`config.mk`:
```
export PLATFORM = sky130hd
export DESIGN_NAME = spi_cfg_slave
export DESIGN_NICKNAME = d
export VERILOG_FILES = /design/src/rtl/spi_cfg_pkg.sv /design/src/rtl/spi_pin_sync.sv /design/src/rtl/spi_byte_engine.sv /design/src/rtl/spi_cfg_regs.sv /design/src/rtl/spi_cfg_slave.sv
export SDC_FILE = /design/constraint.sdc
export NUM_CORES = 1
export LEC_CHECK = 0
export ABC_AREA = 0
export BUFFER_PORTS_ARGS = -buffer_cell sky130_fd_sc_hd__buf_4
export CAP_MARGIN = 0
export CORE_UTILIZATION = 40
export DETAILED_ROUTE_END_ITERATION = 8
export GPL_TIMING_DRIVEN = 0
export MAX_ROUTING_LAYER = met4
export PLACE_DENSITY_LB_ADDON = 0.05
export SKIP_CTS_REPAIR_TIMING = 1
export SLEW_MARGIN = 0
export SYNTH_ARGS = -nofsm -noshare
export SYNTH_HDL_FRONTEND = slang
export SYNTH_SLANG_ARGS = --single-unit
```
`constraint.sdc`:
```
create_clock -name clk -period 1.6 [get_ports clk]
set_clock_uncertainty 0.05 [all_clocks]
set_input_delay 0 -clock clk [delete_from_list [all_inputs] [get_ports clk]]
set_output_delay 0 -clock clk [all_outputs]
set_load 0.02 [all_outputs]
```
`src/rtl/spi_cfg_pkg.sv`:
```
package spi_cfg_pkg;
  localparam int ADDR_W   = 7;
  localparam int DATA_W   = 8;
  localparam int NUM_DIV  = 5;
  localparam int SYNC_LEN = 2;
  localparam logic [ADDR_W-1:0] HIB_ADDR = 7'h10;
  localparam logic [ADDR_W-1:0] OUT_ADDR = 7'h11;
  localparam logic [ADDR_W-1:0] DIV_BASE = 7'h13;
  localparam logic [DATA_W-1:0] HIB_RST  = 8'h00;
  localparam logic [DATA_W-1:0] OUT_RST  = 8'hFF;
  localparam int HIB_BIT = 5;
endpackage

```
`src/rtl/spi_pin_sync.sv`:
```
module spi_pin_sync #(
  parameter int WIDTH = 3,
  parameter int STAGES = 2,
  parameter logic [WIDTH-1:0] RST_VAL = '0
) (
  input  logic             clk,
  input  logic             rst,
  input  logic [WIDTH-1:0] d,
  output logic [WIDTH-1:0] q
);
  logic [WIDTH-1:0] stg [STAGES];

  generate
    for (genvar i = 0; i < STAGES; i++) begin : g_stage
      if (i == 0) begin : g_first
        always_ff @(posedge clk) begin
          if (rst) stg[i] <= RST_VAL;
          else     stg[i] <= d;
        end
      end else begin : g_next
        always_ff @(posedge clk) begin
          if (rst) stg[i] <= RST_VAL;
          else     stg[i] <= stg[i-1];
        end
      end
    end
  endgenerate

  assign q = stg[STAGES-1];
endmodule

```
`src/rtl/spi_byte_engine.sv`:
```
module spi_byte_engine #(
  parameter int ADDR_W = 7,
  parameter int DATA_W = 8
) (
  input  logic              clk,
  input  logic              rst,
  input  logic              cs_act,
  input  logic              sclk,
  input  logic              mosi,
  input  logic [DATA_W-1:0] rd_data,
  output logic [ADDR_W-1:0] cur_addr,
  output logic              wr_en,
  output logic [ADDR_W-1:0] wr_addr,
  output logic [DATA_W-1:0] wr_data,
  output logic              miso,
  output logic              miso_oe
);
  localparam int CNT_W = $clog2(DATA_W);
  localparam logic [CNT_W-1:0] LAST_BIT = CNT_W'(DATA_W - 1);

  logic              sclk_q;
  logic [CNT_W-1:0]  bit_cnt;
  logic [DATA_W-2:0] sh_in;
  logic              in_data;
  logic              is_read;
  logic              load_pend;
  logic [DATA_W-1:0] tx_sr;
  logic              rise, fall;

  assign rise = cs_act &  sclk & ~sclk_q;
  assign fall = cs_act & ~sclk &  sclk_q;
  assign miso = tx_sr[DATA_W-1];

  always_ff @(posedge clk) begin
    if (rst) begin
      sclk_q    <= 1'b0;
      bit_cnt   <= '0;
      sh_in     <= '0;
      in_data   <= 1'b0;
      is_read   <= 1'b0;
      load_pend <= 1'b0;
      tx_sr     <= '0;
      cur_addr  <= '0;
      wr_en     <= 1'b0;
      wr_addr   <= '0;
      wr_data   <= '0;
      miso_oe   <= 1'b0;
    end else begin
      sclk_q  <= sclk;
      wr_en   <= 1'b0;
      miso_oe <= cs_act;
      if (!cs_act) begin
        bit_cnt   <= '0;
        in_data   <= 1'b0;
        load_pend <= 1'b0;
        tx_sr     <= '0;
      end else begin
        if (rise) begin
          sh_in   <= {sh_in[DATA_W-3:0], mosi};
          bit_cnt <= bit_cnt + 1'b1;
          if (bit_cnt == LAST_BIT) begin
            if (!in_data) begin
              cur_addr  <= sh_in[ADDR_W-1:0];
              is_read   <= mosi;
              load_pend <= mosi;
              in_data   <= 1'b1;
            end else if (is_read) begin
              cur_addr  <= cur_addr + 1'b1;
              load_pend <= 1'b1;
            end else begin
              wr_en    <= 1'b1;
              wr_addr  <= cur_addr;
              wr_data  <= {sh_in, mosi};
              cur_addr <= cur_addr + 1'b1;
            end
          end
        end
        if (fall) begin
          if (load_pend) begin
            tx_sr     <= rd_data;
            load_pend <= 1'b0;
          end else begin
            tx_sr <= {tx_sr[DATA_W-2:0], 1'b0};
          end
        end
      end
    end
  end
endmodule

```
`src/rtl/spi_cfg_regs.sv`:
```
module spi_cfg_regs #(
  parameter int ADDR_W = 7,
  parameter int DATA_W = 8,
  parameter int NUM_DIV = 5,
  parameter logic [ADDR_W-1:0] HIB_ADDR = 7'h10,
  parameter logic [ADDR_W-1:0] OUT_ADDR = 7'h11,
  parameter logic [ADDR_W-1:0] DIV_BASE = 7'h13,
  parameter logic [DATA_W-1:0] HIB_RST = 8'h00,
  parameter logic [DATA_W-1:0] OUT_RST = 8'hFF
) (
  input  logic                      clk,
  input  logic                      rst,
  input  logic                      wr_en,
  input  logic [ADDR_W-1:0]         wr_addr,
  input  logic [DATA_W-1:0]         wr_data,
  input  logic [ADDR_W-1:0]         rd_addr,
  output logic [DATA_W-1:0]         rd_data,
  output logic [DATA_W-1:0]         hib_q,
  output logic [DATA_W-1:0]         out_q,
  output logic [NUM_DIV*DATA_W-1:0] div_q
);
  always_ff @(posedge clk) begin
    if (rst) begin
      hib_q <= HIB_RST;
      out_q <= OUT_RST;
    end else if (wr_en) begin
      if (wr_addr == HIB_ADDR) hib_q <= wr_data;
      if (wr_addr == OUT_ADDR) out_q <= wr_data;
    end
  end

  generate
    for (genvar i = 0; i < NUM_DIV; i++) begin : g_div
      localparam logic [ADDR_W-1:0] MY_ADDR = ADDR_W'(DIV_BASE + i);
      always_ff @(posedge clk) begin
        if (rst) div_q[i*DATA_W +: DATA_W] <= '0;
        else if (wr_en && wr_addr == MY_ADDR) div_q[i*DATA_W +: DATA_W] <= wr_data;
      end
    end
  endgenerate

  always_comb begin
    rd_data = '0;
    if (rd_addr == HIB_ADDR) rd_data = hib_q;
    if (rd_addr == OUT_ADDR) rd_data = out_q;
    for (int i = 0; i < NUM_DIV; i++) begin
      if (rd_addr == ADDR_W'(DIV_BASE + i)) rd_data = div_q[i*DATA_W +: DATA_W];
    end
  end
endmodule

```
`src/rtl/spi_cfg_slave.sv`:
```
module spi_cfg_slave
  import spi_cfg_pkg::*;
#(
  parameter int P_ADDR_W = ADDR_W,
  parameter int P_DATA_W = DATA_W,
  parameter int P_NUM_DIV = NUM_DIV,
  parameter int P_SYNC = SYNC_LEN
) (
  input  logic                          clk,
  input  logic                          rst,
  input  logic                          spi_cs_n,
  input  logic                          spi_sclk,
  input  logic                          spi_mosi,
  output logic                          spi_miso,
  output logic                          spi_miso_oe,
  output logic [P_DATA_W-1:0]           cfg_hib_reg,
  output logic                          cfg_hibernate,
  output logic                          cfg_out1_en,
  output logic [2:0]                    cfg_out1_drive,
  output logic                          cfg_out2_en,
  output logic [2:0]                    cfg_out2_drive,
  output logic [P_NUM_DIV*P_DATA_W-1:0] cfg_div
);
  logic [2:0]          pins_s;
  logic                cs_act;
  logic [P_ADDR_W-1:0] cur_addr;
  logic                wr_en;
  logic [P_ADDR_W-1:0] wr_addr;
  logic [P_DATA_W-1:0] wr_data;
  logic [P_DATA_W-1:0] rd_data;
  logic [P_DATA_W-1:0] out_q;

  spi_pin_sync #(.WIDTH(3), .STAGES(P_SYNC), .RST_VAL(3'b100)) u_sync (
    .clk(clk), .rst(rst),
    .d({spi_cs_n, spi_sclk, spi_mosi}),
    .q(pins_s)
  );

  assign cs_act = ~pins_s[2];

  spi_byte_engine #(.ADDR_W(P_ADDR_W), .DATA_W(P_DATA_W)) u_eng (
    .clk(clk), .rst(rst), .cs_act(cs_act),
    .sclk(pins_s[1]), .mosi(pins_s[0]),
    .rd_data(rd_data), .cur_addr(cur_addr),
    .wr_en(wr_en), .wr_addr(wr_addr), .wr_data(wr_data),
    .miso(spi_miso), .miso_oe(spi_miso_oe)
  );

  spi_cfg_regs #(
    .ADDR_W(P_ADDR_W), .DATA_W(P_DATA_W), .NUM_DIV(P_NUM_DIV),
    .HIB_ADDR(HIB_ADDR), .OUT_ADDR(OUT_ADDR), .DIV_BASE(DIV_BASE),
    .HIB_RST(HIB_RST), .OUT_RST(OUT_RST)
  ) u_regs (
    .clk(clk), .rst(rst),
    .wr_en(wr_en), .wr_addr(wr_addr), .wr_data(wr_data),
    .rd_addr(cur_addr), .rd_data(rd_data),
    .hib_q(cfg_hib_reg), .out_q(out_q), .div_q(cfg_div)
  );

  assign cfg_hibernate  = cfg_hib_reg[HIB_BIT];
  assign cfg_out2_drive = out_q[7:5];
  assign cfg_out2_en    = out_q[4];
  assign cfg_out1_drive = out_q[3:1];
  assign cfg_out1_en    = out_q[0];
endmodule

```
==> summary.txt, run 1 <==
Outcome
  • Status: finished, violations left
  • Failing checks: negative setup slack

STA
  • WHS: between 0.08 and 0.09 ns
  • Setup-failing EPs final: 48
  • Final period util: 116.8%
  • Fin. max-slew vios: 0
  • Tmin final: ~1.9 ns
  • Final setup margin: -0.2687 ns
  • Hold Violations, Final: 0
  • Relative slew slack: between 50% and 60%
  • Setup TNS: -5.427 ns
  • RSZ-0062 raised after global routing: yes
  • Worst-Margin Slew: around 0.74 ns
  • Highest clock rate: ~540 MHz

Worst setup path
  • CP required: between 1.5 and 2 ns
  • Crit. End Element: flip-flop
  • Worst path slowest cell: dfxtp_2
  • CP max FO: 5
  • R2r setup slk: -0.27 ns
  • Setup crit start kind: flip-flop
  • Reg-to-reg endpoint: u_eng.tx_sr[0]$_SDFFE_PP0P_
  • Crit-path cells: nor3b_4, buf_4, and3_4, buf_8, nand3_2, o2bb2ai_1, a31o_1, a21oi_2
  • Crit path arrival time: around 2.1 ns
  • Critical R2R Launch: u_eng.cur_addr[6]$_SDFFE_PP0P_
  • Worst Reg-to-Reg Cells: 8
  • Kind of critical path: flip-flop to flip-flop
  • Slowest Stage Delay on Critical Path: 0.37 ns

Pwr
  • Net load switching power: about 1.1 mW
  • Combinational share of power: 1.9%
  • VDD IR-drop max: 0.5368 mV
  • Leak: between 2 and 3 nW
  • Register share of total power: between 50% and 60%
  • Overall power: slightly above 5 mW
  • Pint: 3.954 mW
  • Clk pwr share: between 40% and 50%
  • Sw Ratio: a little over a fifth
  • Pwr dens: approximately 770 nW/um^2

Synth
  • Syn Area/Cell: 9.098 um^2
  • Most numerous cell in the Yosys netlist: dfxtp_1
  • Cell area after synthesis: 4722 um^2
  • Post-synth top cells: dfxtp_1, nor2_1, mux2i_1
  • Async S/R FF share, synth: 0%
  • Synth warn: 0
  • Synth area leaders: dfxtp_1, mux2i_1, nor2_1
  • Post-synth EDFFs: 0
  • Seq/Total Area, Yosys: approximately 46%
  • Syn nets: 530
  • Yosys reg bits: 108
  • Synth area leader: dfxtp_1
  • Post-Synthesis Cells: slightly above 500
  • Primary FF master, synth: dfxtp_1
  • Yosys cell types: 53
  • Share of the synthesized area in the top cell type: between 40 and 50%

Place
  • Area after DPL: between 5000 and 6000 um^2
  • IO buf count: between 60 and 70
  • Detailed-placement wirelength estimate: 9.887 mm
  • Placed insts: 725
  • Placer Congestion: a little over 0.8
  • Worst slack, placed: -0.4909 ns

Route
  • Routed via count: 4150
  • Drt first pass iters: 4
  • Routed vias/inst: about 5.4
  • Number of remaining DRC errors: 0
  • Final wirelength: about 15 mm
  • Initial DRC count: 210
  • Wire length per cell: ~19 um
  • Post-route ant nets: 0

Worst hold path
  • Hold path startpoint: rst
  • Worst Hold Endpoint: u_eng.tx_sr[0]$_SDFFE_PP0P_
  • Hold path depth: 3
  • Hold crit path type: input pin to flip-flop

GRT
  • Largest net degree at the start of global routing: 17
  • Initial antenna violation count: 0
  • Number of global-route vias before repair: 3827
  • First-pass GRT wire length: 21.94 mm
  • GR Overflow Total: 0
  • Total global-route track usage: roughly 24%

Floorplan
  • I/O pin count: 64
  • Chip Width: 110.7 um
  • Core ar.: 11470 um^2
  • Initial Util: 41.18%
  • Row count: 39
  • Die ar.: 12240 um^2
  • Chip Height: 110.7 um

Layout
  • Register area: approximately 2200 um^2
  • Multi-input logic area: 2725 um^2
  • Synthesis-to-layout area growth: 38.66%
  • Fin area: roughly 6500 um^2
  • Fillers: 1032
  • Final Util: between 50% and 60%
  • Net count, final: approximately 640
  • Non-filler cells in the finished layout: just under 800
  • Diode count: 0
  • Share of layout cells above drive strength 1: between 30% and 40%

Clocking
  • H-tree levels: 3
  • Skew-Pair Late Insertion Delay: 0.36 ns
  • Clk slew on worst S/H paths: roughly 0.070 ns
  • CTS tree: built
  • CTS Sinks: roughly 110
  • TritonCTS buffer count: 9
  • Clk buf depth: 2
  • Clk root buf: clkbuf_16

Flow run
  • Total of max-cap violations: 0
-- layer usage --
metal | GRT usage [%] | part of all wire [%] | wire length (um)
met5 | - | 0 | 0
met1 | 32.80 | 48 | 7151
met3 | 4.593 | 3.8 | 559
met2 | 36.65 | 47 | 6928
met4 | 7.733 | 1.6 | 238
-- registers in the layout (all words and copies together) (netlist names) --
name and flops:
u_eng.wr_data 8, u_eng.load_pend 1, u_regs.out_q 8, u_eng.cur_addr 7, u_eng.in_data 1, u_regs.div_q 40
u_eng.tx_sr 8, u_eng.bit_cnt 3, u_eng.sh_in 7, u_eng.miso_oe 1, u_regs.hib_q 8, u_sync.stg 6
u_eng.wr_addr 7, u_eng.sclk_q 1, u_eng.wr_en 1, u_eng.is_read 1
-- worst max-delay path, delay by kind of cell (launching register included) --
kind | cells | cell delay [ns]
buffers and inverters | 2 | 0.32
flip-flops | 1 | 0.37
AND/OR/NAND/NOR | 3 | 0.58
AO/OA/AOI/OAI | 3 | 0.49
-- cell families after synthesis --
family                   Yosys count  share of synthesized area (%)
AND/OR/NAND/NOR                  189                          19.58
flip-flops                       108                          45.79
AO/OA/AOI/OAI                    105                          15.29
multiplexers                      59                          12.51
buffers and inverters             51                          5.061
adder cells (fa/ha/maj)            6                          1.590
XOR/XNOR                           1                         0.1855
-- power groups by stage --
| stage | clock network, mW | registers (mW) | logic, mW |
|---|---|---|---|
| finish | 2.26 | 2.70 | 0.0948 |
| global route | 2.41 | 2.70 | 0.102 |
| CTS | 2.29 | 2.70 | 0.0839 |
| detailed placement | 0 | 2.76 | 0.0837 |
| global placement | 0 | 2.76 | 0.0822 |
| floorplan | 0 | 2.76 | 0.0434 |
-- layout by cell type (no fill, tap or decap), types with 4 or more instances in the layout --
master	n
dfxtp_2	6
o211ai_1	8
a221oi_2	6
nand2_4	11
or2_2	5
a221oi_1	6
buf_8	4
nand2_1	41
o21ai_0	6
a21oi_1	15
nor2_1	77
dfxtp_4	4
clkbuf_16	10
nand3_1	4
a211o_1	8
a22oi_2	5
o21ai_1	4
mux2i_1	58
o221ai_1	7
buf_12	4
buf_6	18
buf_4	86
and3_4	4
clkbuf_1	19
nand3_2	4
inv_1	6
a21oi_2	15
nor2b_1	14
a22oi_1	7
o21ai_2	4
dfxtp_1	98
-- cell type report --
type,count,share of cell area (%)
plain buffers,39,4.357
clock buffers,10,3.650
clock inverters,5,0.7835
inverters,9,0.5924
multi-input cells,360,41.62
flip-flops and latches,108,33.37
well taps,143,2.733
repair buffers,99,12.90
-- how the worst max path moves through the flow --
stage	from	to	slack, ns	cells past startpoint
floorplan	u_eng.cur_addr[0]$_SDFFE_PP0P_	u_eng.tx_sr[3]$_SDFFE_PP0P_	-0.06	8
global placement	u_sync.stg[1][1]$_SDFF_PP0_	u_eng.wr_data[7]$_SDFFE_PP0P_	-0.54	7
detailed placement	u_sync.stg[1][1]$_SDFF_PP0_	u_eng.wr_data[2]$_SDFFE_PP0P_	-0.49	7
CTS	u_sync.stg[1][1]$_SDFF_PP0_	u_eng.wr_data[1]$_SDFFE_PP0P_	-0.52	7
global route	u_eng.cur_addr[4]$_SDFFE_PP0P_	u_eng.tx_sr[5]$_SDFFE_PP0P_	-0.35	7
finish	u_eng.cur_addr[6]$_SDFFE_PP0P_	u_eng.tx_sr[0]$_SDFFE_PP0P_	-0.27	8
(Power assumes the default switching activity.)
==> run 2: changes to the inputs <==
==> constraint.sdc (replaced) <==
create_clock -name clk -period 1.6 [get_ports clk]
set_clock_uncertainty 0.05 [all_clocks]
set_input_delay 0.32 -clock clk [delete_from_list [all_inputs] [get_ports clk]]
set_output_delay 0.32 -clock clk [all_outputs]
set_load 0.02 [all_outputs]
==> run 2 against run 1 <==
- the flow still finishes with violations (negative setup slack)
- combinational power down 6.8%
- count of clock-buffer cells in the layout unchanged
- global-route usage unchanged
- worst setup slack better by 0.010 ns
- sequential share of layout area up 0.15 points
- die area unchanged
- total power about the same
- first-iteration DRC count up 4.8%
- worst hold slack better by 0.0099 ns
- clock power about the same
- flip-flop and latch count unchanged
- utilization down 0.26 points
- critical path type unchanged
- highest routed layer unchanged
==> summary.txt, run 2 (synthesis gave the netlist of run 1 again) <==
Outcome
  • Status: finished, violations left (unchanged)
  • Failing checks: negative setup slack (unchanged)

Route
  • Routed via count: 4141 (was 4150)
  • Routed vias/inst: 5.378 (was 5.369)
  • Wire length per cell: 19.24 um (was 19.25 um)
  • Post-route ant nets: 0 (unchanged)
  • Drt first pass iters: 4 (unchanged)
  • Number of remaining DRC errors: 0 (unchanged)
  • Final wirelength: 14.81 mm (was 14.88 mm)
  • Initial DRC count: 220 (was 210)

STA
  • RSZ-0062 raised after global routing: yes (unchanged)
  • Hold Violations, Final: 0 (unchanged)
  • WHS: 0.09251 ns (was 0.08264 ns)
  • Tmin final: 1.859 ns (was 1.869 ns)
  • Relative slew slack: 50.43% (was 50.44%)
  • Worst-Margin Slew: 0.7435 ns (was 0.7434 ns)
  • Final setup margin: -0.2586 ns (was -0.2687 ns)
  • Setup TNS: -5.412 ns (was -5.427 ns)
  • Highest clock rate: 538.0 MHz (was 535.1 MHz)
  • Final period util: 116.2% (was 116.8%)
  • Setup-failing EPs final: 48 (unchanged)
  • Fin. max-slew vios: 0 (unchanged)

Layout
  • Diode count: 0 (unchanged)
  • Fillers: 1034 (was 1032)
  • Register area: 2185 um^2 (unchanged)
  • Share of layout cells above drive strength 1: 35.73% (was 35.56%)
  • Reg with most FFs: u_regs.div_q (unchanged)
  • Most common cell after layout, fill and taps aside: dfxtp_1 (unchanged)
  • Final Util: 56.84% (was 57.10%)
  • Multi-input logic area: 2725 um^2 (unchanged)
  • Synthesis-to-layout area growth: 38.02% (was 38.66%)
  • Non-filler cells in the finished layout: 770 (was 773)
  • Commonest non-fill, non-tap cells in the layout: dfxtp_1, buf_4, nor2_1, mux2i_1, nand2_1 (unchanged)
  • Max FFs per register: 40 (unchanged)
  • Fin area: 6518 um^2 (was 6548 um^2)
  • Net count, final: 634 (was 637)

Clocking
  • Clk slew on worst S/H paths: 0.07 ns (about the same)
  • H-tree levels: 3 (unchanged)
  • Clk buf depth: 2 (unchanged)
  • Clk root buf: clkbuf_16 (unchanged)
  • TritonCTS buffer count: 9 (unchanged)
  • CTS tree: built (unchanged)
  • CTS Sinks: 108 (unchanged)
  • Skew-Pair Late Insertion Delay: 0.36 ns (about the same)

Worst setup path
  • Worst Reg-to-Reg Cells: 8 (unchanged)
  • Kind of critical path: flip-flop to flip-flop (unchanged)
  • R2r setup slk: -0.26 ns (was -0.27 ns)
  • Slowest Stage Delay on Critical Path: 0.37 ns (about the same)
  • Crit path arrival time: 2.10 ns (was 2.11 ns)
  • Critical R2R Launch: u_eng.cur_addr[6]$_SDFFE_PP0P_ (unchanged)
  • Crit path launch: u_eng.cur_addr[6]$_SDFFE_PP0P_ (unchanged)
  • CP required: 1.85 ns (about the same)
  • Crit-path cells: nor3b_4, buf_4, and3_4, buf_8, nand3_2, o2bb2ai_1, a31o_1, a21oi_2 (unchanged)
  • Crit. End Element: flip-flop (unchanged)
  • CP max FO: 5 (unchanged)
  • Critical path's top delay family: simple AND/OR/NAND/NOR gates (unchanged)
  • Worst path slowest cell: dfxtp_2 (unchanged)
  • Reg-to-reg endpoint: u_eng.tx_sr[0]$_SDFFE_PP0P_ (unchanged)
  • CP Buf/Inv Count: 2 (unchanged)
  • Setup crit start kind: flip-flop (unchanged)

GRT
  • Largest net degree at the start of global routing: 17 (unchanged)
  • Initial antenna violation count: 0 (unchanged)
  • GR Overflow Total: 0 (unchanged)
  • First-pass GRT wire length: 21.94 mm (unchanged)
  • Total global-route track usage: 24.26% (unchanged)
  • Number of global-route vias before repair: 3827 (unchanged)

Place
  • Placed insts: 725 (unchanged)
  • Area after DPL: 5435 um^2 (unchanged)
  • IO buf count: 63 (unchanged)
  • Placer Congestion: 0.8075 (unchanged)
  • Detailed-placement wirelength estimate: 9.887 mm (unchanged)

Flow run
  • Total of max-cap violations: 0 (unchanged)

Worst hold path
  • Hold path startpoint: spi_cs_n (was rst)
  • Hold path depth: 2 (was 3)
  • Worst Hold Endpoint: u_sync.stg[0][2]$_SDFF_PP1_ (was u_eng.tx_sr[0]$_SDFFE_PP0P_)
  • Hold crit path type: input pin to flip-flop (unchanged)

Floorplan
  • Die ar.: 12240 um^2 (unchanged)
  • Chip Width: 110.7 um (unchanged)
  • Chip Height: 110.7 um (unchanged)
  • Core ar.: 11470 um^2 (unchanged)
  • I/O pin count: 64 (unchanged)
  • Initial Util: 41.18% (unchanged)
  • Row count: 39 (unchanged)

Pwr
  • Leak: 2.738 nW (was 2.751 nW)
  • VDD IR-drop max: 0.5364 mV (was 0.5368 mV)
  • Pwr dens: 774.3 nW/um^2 (was 771.5 nW/um^2)
==> run 2: area by class of cell <==
| cell class | count | share of cell area (%) |
|---|---|---|
| Multi-Input combinational cell | 360 | 41.81 |
| Sequential cell | 108 | 33.52 |
| Timing Repair Buffer | 96 | 12.50 |
| Clock inverter | 5 | 0.7871 |
| Tap cell | 143 | 2.745 |
| Buffer | 39 | 4.377 |
| Inverter | 9 | 0.5951 |
| Clock buffer | 10 | 3.667 |
==> run 2: worst reg2reg max path, cell delays in order (launching register included) <==
cell       delay (ns)
dfxtp_2          0.37
nor3b_4          0.32
buf_4            0.18
and3_4           0.21
buf_8            0.14
nand3_2          0.07
o2bb2ai_1        0.15
a31o_1           0.20
a21oi_2          0.11
==> run 2: per-layer routing <==
metal,vias to the layer above,share of wire (%),GRT usage [%]
li1,2026,-,-
met1,2007,48,32.80
met4,0,1.6,7.733
met3,16,3.7,4.593
met5,-,0,-
met2,92,47,36.65
==> run 2: worst max-delay path by stage <==
| stage | end | depth (start not counted) | slack (ns) |
|---|---|---|---|
| floorplan | u_eng.tx_sr[3]$_SDFFE_PP0P_ | 8 | -0.06 |
| global placement | u_eng.wr_data[7]$_SDFFE_PP0P_ | 7 | -0.54 |
| detailed placement | u_eng.wr_data[2]$_SDFFE_PP0P_ | 7 | -0.49 |
| CTS | u_eng.wr_data[1]$_SDFFE_PP0P_ | 7 | -0.52 |
| global route | u_eng.tx_sr[5]$_SDFFE_PP0P_ | 7 | -0.35 |
| finish | u_eng.tx_sr[0]$_SDFFE_PP0P_ | 8 | -0.26 |
==> run 2: power by group <==
group	internal (mW)	leakage (nW)	switching (mW)
Sequential	2.69	0.877	0.00814
Clock	1.24	0.148	1.02
Combinational	0.0207	1.71	0.0678
==> run 2: stage by stage <==
step                total power [mW]  setup slack, ns
floorplan                      2.802         -0.06375
global placement               2.843          -0.5387
detailed placement             2.845          -0.4909
CTS                            5.067          -0.5234
global route                   5.198          -0.3452
finish                         5.047          -0.2586
==> run 3: changes to the inputs <==
--- a/config.mk
+++ b/config.mk
@@ -5,7 +5,7 @@
 export SDC_FILE = /design/constraint.sdc
 export NUM_CORES = 1
 export LEC_CHECK = 0
-export ABC_AREA = 0
+export ABC_AREA = 1
 export BUFFER_PORTS_ARGS = -buffer_cell sky130_fd_sc_hd__buf_4
 export CAP_MARGIN = 0
 export CORE_UTILIZATION = 40
@@ -13,6 +13,7 @@
 export GPL_TIMING_DRIVEN = 0
 export MAX_ROUTING_LAYER = met4
 export PLACE_DENSITY_LB_ADDON = 0.05
+export REMOVE_ABC_BUFFERS = 1
 export SKIP_CTS_REPAIR_TIMING = 1
 export SLEW_MARGIN = 0
 export SYNTH_ARGS = -nofsm -noshare
==> run 3 against run 2 <==
- the run still ends with negative setup slack left
- non-clock buffer count decreased by 27
- clock power about the same
- largest cell class unchanged
- critical path type unchanged
- largest power group unchanged
- synthesized area decreased by 1.0%
- total power increased by 0.54%
==> summary.txt, run 3 <==
Outcome
  • Status: finished, violations left (unchanged)
  • Failing checks: negative setup slack (unchanged)

Synth
  • Cell area after synthesis: 4673 um^2 (was 4722 um^2)
  • Async S/R FF share, synth: 0% (unchanged)
  • Post-synth EDFFs: 0 (unchanged)
  • Synth warn: 0 (unchanged)
  • Most numerous cell in the Yosys netlist: a21oi_1 (was dfxtp_1)
  • Synth area leaders: dfxtp_1, a21oi_1, o21ai_0 (was dfxtp_1, mux2i_1, nor2_1)
  • Synth area leader: dfxtp_1 (unchanged)
  • Post-synth top cells: a21oi_1, dfxtp_1, nand2_1 (was dfxtp_1, nor2_1, mux2i_1)
  • Yosys reg bits: 108 (unchanged)
  • Share of the synthesized area in the top cell type: 46.27% (was 45.79%)
  • Primary FF master, synth: dfxtp_1 (unchanged)
  • Seq/Total Area, Yosys: 46.27% (was 45.79%)
  • Syn Area/Cell: 7.789 um^2 (was 9.098 um^2)
  • Post-Synthesis Cells: 600 (was 519)
  • Yosys cell types: 36 (was 53)

Route
  • Routed vias/inst: 5.210 (was 5.378)
  • Drt first pass iters: 5 (was 4)
  • Post-route ant nets: 0 (unchanged)
  • Final wirelength: 13.53 mm (was 14.81 mm)
  • Number of remaining DRC errors: 0 (unchanged)
  • Wire length per cell: 16.03 um (was 19.24 um)
  • Routed via count: 4397 (was 4141)
  • Initial DRC count: 180 (was 220)

Place
  • Placed insts: 780 (was 725)
  • Detailed-placement wirelength estimate: 8.662 mm (was 9.887 mm)
  • IO buf count: 63 (unchanged)
  • Worst slack, placed: -0.6755 ns (was -0.4909 ns)
  • Placer Congestion: 0.8098 (was 0.8075)

GRT
  • Largest net degree at the start of global routing: 67 (was 17)
  • GR Overflow Total: 0 (unchanged)
  • Met2 Resource Use GR: 35.98% (was 36.65%)
  • Total global-route track usage: 22.04% (was 24.26%)
  • Number of global-route vias before repair: 3755 (was 3827)
  • GRT Max-Usage Layer: met2 (unchanged)
  • Met3 GRT Util: 4.762% (was 4.593%)
  • Grt met1 use: 27.20% (was 32.80%)
  • Initial antenna violation count: 0 (unchanged)
  • First-pass GRT wire length: 19.31 mm (was 21.94 mm)

Clocking
  • Clk buf depth: 2 (unchanged)
  • Clk root buf: clkbuf_16 (unchanged)
  • CTS tree: built (unchanged)
  • Clk slew on worst S/H paths: 0.07 ns (about the same)
  • Skew-Pair Late Insertion Delay: 0.35 ns (was 0.36 ns)
  • H-tree levels: 3 (unchanged)
  • CTS Sinks: 108 (unchanged)
  • TritonCTS buffer count: 9 (unchanged)

Floorplan
  • Row count: 39 (unchanged)
  • Chip Height: 110.1 um (was 110.7 um)
  • Die ar.: 12120 um^2 (was 12240 um^2)
  • I/O pin count: 64 (unchanged)
  • Initial Util: 40.93% (was 41.18%)
  • Core ar.: 11420 um^2 (was 11470 um^2)
  • Chip Width: 110.1 um (was 110.7 um)

Pwr
  • Leak: 2.523 nW (was 2.738 nW)
  • VDD IR-drop max: 0.7599 mV (was 0.5364 mV)
  • Overall power: 5.074 mW (was 5.047 mW)
  • Pwr dens: 804.9 nW/um^2 (was 774.3 nW/um^2)

Worst setup path
  • R2r setup slk: -0.19 ns (was -0.26 ns)
  • Crit path arrival time: 2.03 ns (was 2.10 ns)
  • CP max FO: 7 (was 5)
  • Setup crit start kind: flip-flop (unchanged)
  • Crit. End Element: flip-flop (unchanged)
  • CP required: 1.84 ns (was 1.85 ns)
  • Kind of critical path: flip-flop to flip-flop (unchanged)

STA
  • Tmin final: 1.791 ns (was 1.859 ns)
  • Final setup margin: -0.1905 ns (was -0.2586 ns)
  • Fin. max-slew vios: 0 (unchanged)
  • Hold Violations, Final: 0 (unchanged)
  • Highest clock rate: 558.5 MHz (was 538.0 MHz)
  • Worst-Margin Slew: 0.6238 ns (was 0.7435 ns)
  • RSZ-0062 raised after global routing: yes (unchanged)
  • Relative slew slack: 58.41% (was 50.43%)
  • Setup-failing EPs final: 33 (was 48)
  • Final period util: 111.9% (was 116.2%)

Layout
  • Reg with most FFs: u_regs.div_q (unchanged)
  • Net count, final: 707 (was 634)
  • Most common cell after layout, fill and taps aside: a21oi_1 (was dfxtp_1)
  • Commonest non-fill, non-tap cells in the layout: a21oi_1, dfxtp_1, buf_4, nand2_1, o21ai_0 (was dfxtp_1, buf_4, nor2_1, mux2i_1, nand2_1)
  • Diode count: 0 (unchanged)
  • Max FFs per register: 40 (unchanged)
  • Share of layout cells above drive strength 1: 32.67% (was 35.73%)
  • Non-filler cells in the finished layout: 844 (was 770)
  • Synthesis-to-layout area growth: 34.89% (was 38.02%)

Worst hold path
  • Hold crit path type: input pin to flip-flop (unchanged)

Flow run
  • Total of max-cap violations: 0 (unchanged)
==> run 3: cell count changes after synthesis, moves of 13 or more <==
cell     previous run  this run
a21oi_1            31       114
inv_1               9        71
mux2i_1            59         0
nand2_1            52        85
nand3_1             7        20
nor2_1             79        32
nor2b_1            15         0
o21ai_0            10        73
==> run 3: where the power goes <==
part,total (mW),switching [mW],internal (mW)
clock,2.29,1.03,1.26
sequential,2.69,0.00579,2.69
combinational,0.0861,0.0620,0.0241
==> run 3: cell families after synthesis <==
group | Yosys count | share of synthesized area, %
AND/OR/NAND/NOR | 163 | 17.48
adder cells (fa/ha/maj) | 6 | 1.606
XOR/XNOR | 4 | 0.7496
buffers and inverters | 103 | 9.183
AO/OA/AOI/OAI | 216 | 24.71
flip-flops | 108 | 46.26
==> run 3: metal layers <==
layer | vias to the layer above | wire, um
met3 | 13 | 506
met1 | 2077 | 5985
met4 | 0 | 176
met2 | 100 | 6860
met5 | - | 0
li1 | 2207 | -
==> run 3: worst max-delay path: stages (launching register included) <==
cell and delay, ns:
dfxtp_2 0.35, ha_4 0.14, ha_4 0.13, inv_4 0.03, nor2_4 0.14, clkinv_4 0.07
nor2_4 0.17, inv_4 0.05, nor2_4 0.20, buf_6 0.19, o21ai_1 0.07, a21oi_1 0.14
==> run 3: stage by stage <==
stage | hold slack [ns] | area [um^2] | setup TNS (ns) | utilization (%)
3_5_place_dp | 0.3417 | 5186 | -28.97 | 45.42
3_3_place_gp | 0.3404 | 5186 | -57.75 | 45.42
4_1_cts | 0.09010 | 5489 | -27.10 | 48.07
5_1_grt | 0.08710 | 6304 | -7.574 | 55.20
6_report | 0.1002 | 6304 | -3.310 | 55.20
2_1_floorplan | 0.3383 | 4534 | -2.138 | -
==> run 3: final cells by class <==
class	instances	area, um^2
well taps	143	178.9
inverters	77	316.6
repair buffers	108	952.2
clock buffers	11	242.7
repair inverters	1	6.256
clock inverters	5	60.06
flip-flops and latches	108	2185
multi-input cells	391	2362
fillers	1064	5115
==> run 3: final timing paths <==
check / startpoint / cells after the start / endpoint
worst max-delay path: u_eng.bit_cnt[1]$_SDFFE_PP0P_ / 11 / u_eng.wr_addr[1]$_SDFFE_PP0P_
worst min register to register: u_sync.stg[0][1]$_SDFF_PP0_ / 2 / u_sync.stg[1][1]$_SDFF_PP0_
worst max register to register: u_eng.bit_cnt[1]$_SDFFE_PP0P_ / 11 / u_eng.wr_addr[1]$_SDFFE_PP0P_
worst min-delay path: spi_cs_n / 2 / u_sync.stg[0][2]$_SDFF_PP1_
